==> config.mk <==
export PLATFORM = sky130hd
export DESIGN_NAME = sysbus_master
export DESIGN_NICKNAME = d
export VERILOG_FILES = /design/src/rtl/sysbus_pkg.sv /design/src/rtl/sysbus_byte_parity.sv /design/src/rtl/sysbus_ctrl.sv /design/src/rtl/sysbus_master.sv
export SDC_FILE = /design/constraint.sdc
export NUM_CORES = 1
export LEC_CHECK = 0
export ABC_AREA = 0
export CAP_MARGIN = 5
export CORE_AREA = 3 3 131 133
export DETAILED_ROUTE_END_ITERATION = 6
export DIE_AREA = 0 0 134 136
export DONT_BUFFER_PORTS = 1
export GPL_TIMING_DRIVEN = 0
export PLACE_DENSITY = 0.71
export SLEW_MARGIN = 20
export SYNTH_ARGS = -nofsm -noshare
export SYNTH_HDL_FRONTEND = slang
export SYNTH_SLANG_ARGS = --single-unit
export TNS_END_PERCENT = 1
==> constraint.sdc <==
create_clock -name clk -period 5.8 [get_ports clk]
set_input_delay 1.74 -clock clk [delete_from_list [all_inputs] [get_ports clk]]
set_output_delay 1.74 -clock clk [all_outputs]
set_load 0.03 [all_outputs]
==> src/rtl/sysbus_pkg.sv <==
package sysbus_pkg;
    typedef enum logic [2:0] {
        ST_IDLE,
        ST_WR_ADDR,
        ST_WR_DATA,
        ST_RD_ADDR,
        ST_RD_WAIT,
        ST_EXT_REL
    } bus_state_t;

    localparam int CMD_W = 9;
    localparam logic [CMD_W-1:0] CMD_READ  = 9'h000;
    localparam logic [CMD_W-1:0] CMD_WRITE = 9'h080;
    localparam logic [CMD_W-1:0] CMD_DATA  = 9'h100;
endpackage

==> src/rtl/sysbus_byte_parity.sv <==
module sysbus_byte_parity #(
    parameter int DATA_W = 64,
    localparam int NBYTES = DATA_W / 8
) (
    input  logic [DATA_W-1:0] data,
    output logic [NBYTES-1:0] par
);
    for (genvar i = 0; i < NBYTES; i++) begin : g_byte
        assign par[i] = ^data[8*i +: 8];
    end
endmodule

==> src/rtl/sysbus_ctrl.sv <==
module sysbus_ctrl
    import sysbus_pkg::*;
(
    input  logic       clk,
    input  logic       rst_n,
    input  logic       req_valid,
    input  logic       req_write,
    input  logic       ext_req,
    input  logic       rd_ok,
    input  logic       wr_ok,
    input  logic       data_hit,
    output bus_state_t state,
    output logic       req_ready,
    output logic       drv_addr,
    output logic       drv_data,
    output logic       released
);
    bus_state_t nxt;
    logic       fire;

    assign req_ready = (state == ST_IDLE) && !ext_req && (req_write ? wr_ok : rd_ok);
    assign fire      = req_valid && req_ready;

    always_comb begin
        nxt = state;
        unique case (state)
            ST_IDLE: begin
                if (ext_req)                nxt = ST_EXT_REL;
                else if (fire && req_write) nxt = ST_WR_ADDR;
                else if (fire)              nxt = ST_RD_ADDR;
            end
            ST_WR_ADDR: nxt = ST_WR_DATA;
            ST_WR_DATA: nxt = ST_IDLE;
            ST_RD_ADDR: nxt = ST_RD_WAIT;
            ST_RD_WAIT: if (data_hit) nxt = ST_IDLE;
            ST_EXT_REL: if (!ext_req) nxt = ST_IDLE;
            default:    nxt = ST_IDLE;
        endcase
    end

    always_ff @(posedge clk) begin
        if (!rst_n) state <= ST_IDLE;
        else        state <= nxt;
    end

    always_comb begin
        drv_addr = 1'b0;
        drv_data = 1'b0;
        released = 1'b0;
        unique case (state)
            ST_IDLE:    ;
            ST_WR_ADDR: drv_addr = 1'b1;
            ST_WR_DATA: drv_data = 1'b1;
            ST_RD_ADDR: drv_addr = 1'b1;
            ST_RD_WAIT: released = 1'b1;
            ST_EXT_REL: released = 1'b1;
            default:    ;
        endcase
    end

    // a read leaves idle only while the agent is read-ready
    p_rd_gate_r4: assert property (@(posedge clk) disable iff (!rst_n)
        (state == ST_IDLE && nxt == ST_RD_ADDR) |-> rd_ok);
    // a write leaves idle only while the agent is write-ready
    p_wr_gate_r4: assert property (@(posedge clk) disable iff (!rst_n)
        (state == ST_IDLE && nxt == ST_WR_ADDR) |-> wr_ok);
    // the data cycle directly follows the write address cycle
    p_wr_pair_r5: assert property (@(posedge clk) disable iff (!rst_n)
        (state == ST_WR_ADDR) |=> (state == ST_WR_DATA && drv_data));
    // a read address cycle is followed by release
    p_rd_release_r3: assert property (@(posedge clk) disable iff (!rst_n)
        (state == ST_RD_ADDR) |=> released);
    // an idle external request is granted on the next cycle
    p_ext_grant_r2: assert property (@(posedge clk) disable iff (!rst_n)
        (state == ST_IDLE && ext_req) |=> released);
endmodule

==> src/rtl/sysbus_master.sv <==
module sysbus_master
    import sysbus_pkg::*;
#(
    parameter int DATA_W   = 64,
    parameter int ADDR_W   = 36,
    parameter int NARROW_W = 32,
    localparam int CHK_W   = DATA_W / 8,
    localparam int NCHK_N  = NARROW_W / 8
) (
    input  logic              clk,
    input  logic              rst_n,
    input  logic              narrow,
    input  logic              req_valid,
    input  logic              req_write,
    input  logic [ADDR_W-1:0] req_addr,
    input  logic [DATA_W-1:0] req_wdata,
    output logic              req_ready,
    output logic              rd_valid,
    output logic [DATA_W-1:0] rd_data,
    output logic              par_err,
    input  logic              ext_rqst_n,
    output logic              release_n,
    input  logic              rd_rdy_n,
    input  logic              wr_rdy_n,
    input  logic              valid_in_n,
    output logic              valid_out_n,
    input  logic [DATA_W-1:0] ad_in,
    output logic [DATA_W-1:0] ad_out,
    input  logic [CHK_W-1:0]  chk_in,
    output logic [CHK_W-1:0]  chk_out,
    input  logic [CMD_W-1:0]  cmd_in,
    output logic [CMD_W-1:0]  cmd_out,
    output logic              cmd_par,
    output logic              bus_oe
);
    localparam logic [DATA_W-1:0] NARROW_DMASK = {{(DATA_W-NARROW_W){1'b0}}, {NARROW_W{1'b1}}};
    localparam logic [CHK_W-1:0]  NARROW_CMASK = {{(CHK_W-NCHK_N){1'b0}}, {NCHK_N{1'b1}}};

    bus_state_t        state;
    logic              drv_addr, drv_data, released, data_hit;
    logic [ADDR_W-1:0] addr_q;
    logic [DATA_W-1:0] wdata_q;
    logic [DATA_W-1:0] dmask, addr_bus, data_bus;
    logic [CHK_W-1:0]  cmask, par_out, par_in;

    assign dmask    = narrow ? NARROW_DMASK : '1;
    assign cmask    = narrow ? NARROW_CMASK : '1;
    assign data_hit = !valid_in_n && (cmd_in == CMD_DATA);

    sysbus_ctrl u_ctrl (
        .clk       (clk),
        .rst_n     (rst_n),
        .req_valid (req_valid),
        .req_write (req_write),
        .ext_req   (!ext_rqst_n),
        .rd_ok     (!rd_rdy_n),
        .wr_ok     (!wr_rdy_n),
        .data_hit  (data_hit),
        .state     (state),
        .req_ready (req_ready),
        .drv_addr  (drv_addr),
        .drv_data  (drv_data),
        .released  (released)
    );

    sysbus_byte_parity #(.DATA_W(DATA_W)) u_par_out (.data(data_bus), .par(par_out));
    sysbus_byte_parity #(.DATA_W(DATA_W)) u_par_in  (.data(ad_in),    .par(par_in));

    always_ff @(posedge clk) begin
        if (!rst_n) begin
            addr_q  <= '0;
            wdata_q <= '0;
        end else if (req_valid && req_ready) begin
            addr_q  <= req_addr;
            wdata_q <= req_wdata;
        end
    end

    assign addr_bus = {{(DATA_W-ADDR_W){1'b0}}, addr_q} & dmask;
    assign data_bus = wdata_q & dmask;

    always_comb begin
        ad_out  = '0;
        chk_out = '0;
        cmd_out = '0;
        if (drv_addr) begin
            ad_out  = addr_bus;
            cmd_out = (state == ST_WR_ADDR) ? CMD_WRITE : CMD_READ;
        end else if (drv_data) begin
            ad_out  = data_bus;
            chk_out = par_out & cmask;
            cmd_out = CMD_DATA;
        end
    end

    assign valid_out_n = !(drv_addr || drv_data);
    assign bus_oe      = drv_addr || drv_data;
    assign release_n   = !released;
    assign cmd_par     = 1'b0;

    always_ff @(posedge clk) begin
        if (!rst_n) begin
            rd_valid <= 1'b0;
            rd_data  <= '0;
            par_err  <= 1'b0;
        end else begin
            rd_valid <= (state == ST_RD_WAIT) && data_hit;
            if ((state == ST_RD_WAIT) && data_hit) rd_data <= ad_in & dmask;
            par_err  <= data_hit && |((chk_in ^ par_in) & cmask);
        end
    end

    // never drive the bus while it is released
    p_no_drive_released_r11: assert property (@(posedge clk) disable iff (!rst_n)
        !(bus_oe && !release_n));
    // no request accepted while released
    p_stall_released_r11: assert property (@(posedge clk) disable iff (!rst_n)
        !release_n |-> !req_ready);
    // upper address bits are zero in address cycles
    p_addr_upper_r6: assert property (@(posedge clk) disable iff (!rst_n)
        (bus_oe && !cmd_out[8]) |-> (ad_out[DATA_W-1:ADDR_W] == '0));
    // read data return ends the release
    p_rd_return_r3: assert property (@(posedge clk) disable iff (!rst_n)
        rd_valid |-> release_n);
    // the parity flag lasts a single cycle per data beat
    p_perr_pulse_r9: assert property (@(posedge clk) disable iff (!rst_n)
        par_err |-> $past(!valid_in_n));
endmodule

==> metrics.md <==
| Metric | Value |
|---|---|
| Largest net degree at the start of global routing | 17 |
| Yosys reg bits | ~170 |
| Post-synth EDFFs | 0 |
| Crit path max fanout | 10 |
| Yosys warns | 0 |
| Antenna viol nets, final | 0 |
| Inserted Diodes | 0 |
| DIE WIDTH | 134 um |
| Vias per std cell | 5.37 |
| Site row count | 46 |
| FFs w/ async S/R, synth | 0% |
| Top cells by area, synth | dfxtp_1, nand2_1, a21boi_1 |
| GR Overflow Total | 0 |
| Cells after Synth | 969 |
| Final setup violation count | 0 |
| Clock buffer depth | 2 |
| Core ar. | 0.0159 mm^2 |
| Die area | approximately 0.018 mm^2 |
| Post-route DRC | 0 |
| DIE HEIGHT | 136 um |
| Clock root cell | clkbuf_16 |
| Max Cap Viol | 0 |
| Wirelength per Cell | 19.1 um |
| Via count | 6578 |
| CTS tree | done |
| CP Launch Type | primary input |
| Cts repair resizes | 0 |
| Post-Syn Area | ~0.0083 mm^2 |
| Worst skew pair latency | 420 ps |
| Fin Clk Skew | 8.10 ps |
| DR iter-0 viols | 292 |
| GPL Wtd Cong | roughly 0.83 |
| Layout Utilization | 57.6% |
| Worst endpoint required time | 4060 ps |
| Rel. slew slack | 46.2% |
| Worst Hold Class | reg2reg |
| Seq/Total Area, Yosys | between 40% and 50% |
| Synth area leader | dfxtp_1 |
| NumNets Final | 1185 |
| H-tree depth | 4 |
| Cell area power density | 324 mW/mm^2 |
| Total track usage | 24.6% |
| Port bufs | 0 |
| First-pass GRT wire length | 34900 um |
| Max VDD drop | ~0.00021 V |
| RSZ-0062 raised after global routing | false |
| Critical path arrival | 2970 ps |
| Static Leak | 0.00326 uW |
| CTS Sinks | 169 |
| Iteration count of the initial detailed-routing pass | 4 |
| I/O pin total | between 300 and 400 |
| Vias in the first global route | 6311 |
| Main synth FF type | dfxtp_1 |
| Slowest CP cell | a21oi_1 |
| Number of distinct library cells after synthesis | between 40 and 50 |
| Routed wire length | 23400 um |
| Final hold violations | 0 |
| Max stage delay on crit path | 620 ps |
| CP top delay family | compound AO/OA/AOI/OAI gates |
| Worst-path cell chain | clkbuf_1, or3_1, a21oi_1 |
| Setup TNS | 0 ps |
| Num CTS Buffers | 17 |
| Synth top area share | 41.0% |
| Max Freq | 0.212 GHz |
| Post-Syn Area per Cell | 8.53 um^2 |
| DP HPWL | 18000 um |
| Status | complete, no violations |
| Post-CTS Hold Buffers | 0 |
| Setup Slack @ Placement | 1100 ps |
| Final min period | around 4700 ps |
| Layout Area Growth over Synthesis | 11.1% |
| Tcrit/Tclk final | 81.1% |
| Worst-path clk slew | roughly 60 ps |
| Post CTS Setup Buffer Count | 0 |
| Crit. End Element | primary output |
| Setup WS post-layout | 1090 ps |
| FILL cells | 1555 |
| Final Max Tran Viols | 0 |
| Crit path kind | in2out |
| Worst slew pin tran | 807 ps |
| Layout cells sized above 1 | 7.64% |
| Initial Util | 51.8% |
| CP Buf/Inv Count | 1 |
| Initial antenna violation count | 0 |
==> worst min-delay path: cells and delay by family, from the launching register on <==
family             cells  cell delay [ps]
AOI/OAI and AO/OA      1               50
DFF                    1              310
and+or+nand+nor        1               50
==> cells by family after synthesis <==
family / after synthesis / share of synthesized area (%)
AO/OA/AOI/OAI: 211 / 19.6
XOR/XNOR: 111 / 13.1
buffers and inverters: 79 / 4.57
flip-flops: 169 / 41.0
multiplexers: 1 / 0.121
other: 1 / 0.0454
AND/OR/NAND/NOR: 397 / 21.7
==> cell type report <==
cell class | count | area, um^2 | area share [%]
plain buffers | 77 | 370 | 4.03
clock buffers | 23 | 488 | 5.31
clock inverters | 9 | 136 | 1.49
inverters | 2 | 7.51 | 0.0818
multi-input cells | 728 | 4530 | 49.3
flip-flops and latches | 169 | 3380 | 36.8
well taps | 216 | 270 | 2.94
==> synth_stat cells, types with 2 or more instances <==
cell type and number:
nand4_1 2, buf_1 2, buf_2 26, dfxtp_1 169
xor2_1 27, o21ai_0 2, xnor3_1 8, clkbuf_1 36
nor2_2 2, a22o_1 32, a21boi_0 28, a21boi_1 137
nand3b_1 33, nand2_1 299, a21oi_1 3, nor2b_1 2
buf_4 13, nand2b_1 2, xnor2_1 76, nor2_1 17
a22oi_1 4, and2_1 29
==> worst paths after layout <==
path,start,endpoint,slack (ps),depth (start not counted)
setup / recovery,narrow,chk_out[4],1090,3
hold reg to reg,addr_q[7],addr_q[7],450,2
setup reg to reg,u_ctrl.state[2],rd_data[50],3930,7
hold / removal,addr_q[7],addr_q[7],450,2
==> state kept, by name (all words and copies together) (netlist names) <==
register and flops:
u_ctrl.state 3, rd_data 64, wdata_q 64, rd_valid 1
par_err 1, addr_q 36
==> per-layer routing <==
| metal | wire, um | vias to the layer above | global-route usage, % | share of wire [%] |
|---|---|---|---|---|
| li1 | - | 3224 | - | - |
| met1 | 8740 | 3073 | 26.9 | 37 |
| met2 | 11700 | 238 | 43.1 | 50 |
| met3 | 2370 | 43 | 9.99 | 10 |
| met4 | 574 | 0 | 8.91 | 2.5 |
| met5 | 0 | - | 0 | 0 |
==> through the flow <==
stage / total power [uW] / area [um^2] / hold WS, ps / instances
final: 2980 / 9180 / 452 / 1224
after detailed placement: 1810 / 8560 / 445 / 1192
after floorplan: 1700 / 8290 / 435 / 976
after global placement: 1810 / 8560 / 441 / 1192
after global routing: 3100 / 9180 / 467 / 1224
after CTS: 3000 / 9180 / 454 / 1224
==> placed cells by master, fill, tap and decap left out, drive strengths merged <==
| cell | netlist | routed |
|---|---|---|
| nor3b | 1 | 1 |
| and4 | 1 | 1 |
| xnor3 | 8 | 8 |
| nor4b | 2 | 2 |
| clkbuf | 36 | 59 |
| a31oi | 1 | 1 |
| o21a | 1 | 1 |
| nor2 | 20 | 20 |
| inv | 2 | 3 |
| nand2 | 299 | 299 |
| or3 | 1 | 1 |
| nand2b | 3 | 3 |
| nor3 | 1 | 1 |
| xor2 | 27 | 27 |
| dfxtp | 169 | 169 |
| and2 | 29 | 29 |
| a21boi | 165 | 165 |
| nor4 | 2 | 2 |
| clkinvlp | 0 | 2 |
| o211a | 1 | 1 |
| xnor2 | 76 | 76 |
| nor2b | 2 | 2 |
| bufinv | 0 | 3 |
| nand4 | 2 | 2 |
| a21oi | 3 | 3 |
| a22o | 32 | 32 |
| mux2i | 1 | 1 |
| nand3b | 33 | 33 |
| o31ai | 1 | 1 |
| buf | 41 | 41 |
| nand3 | 1 | 1 |
| o21ai | 2 | 2 |
| clkinv | 0 | 3 |
| conb | 1 | 8 |
| a22oi | 4 | 4 |
| a41o | 1 | 1 |
==> report_power, final <==
| group | switching [uW] | internal, uW | leakage (uW) |
|---|---|---|---|
| logic | 333 | 212 | 0.00159 |
| registers | 32.5 | 1210 | 0.00137 |
| clock network | 463 | 727 | 0.000300 |
| total | 829 | 2150 | 0.00326 |
Power figures use the tool's default switching activity.
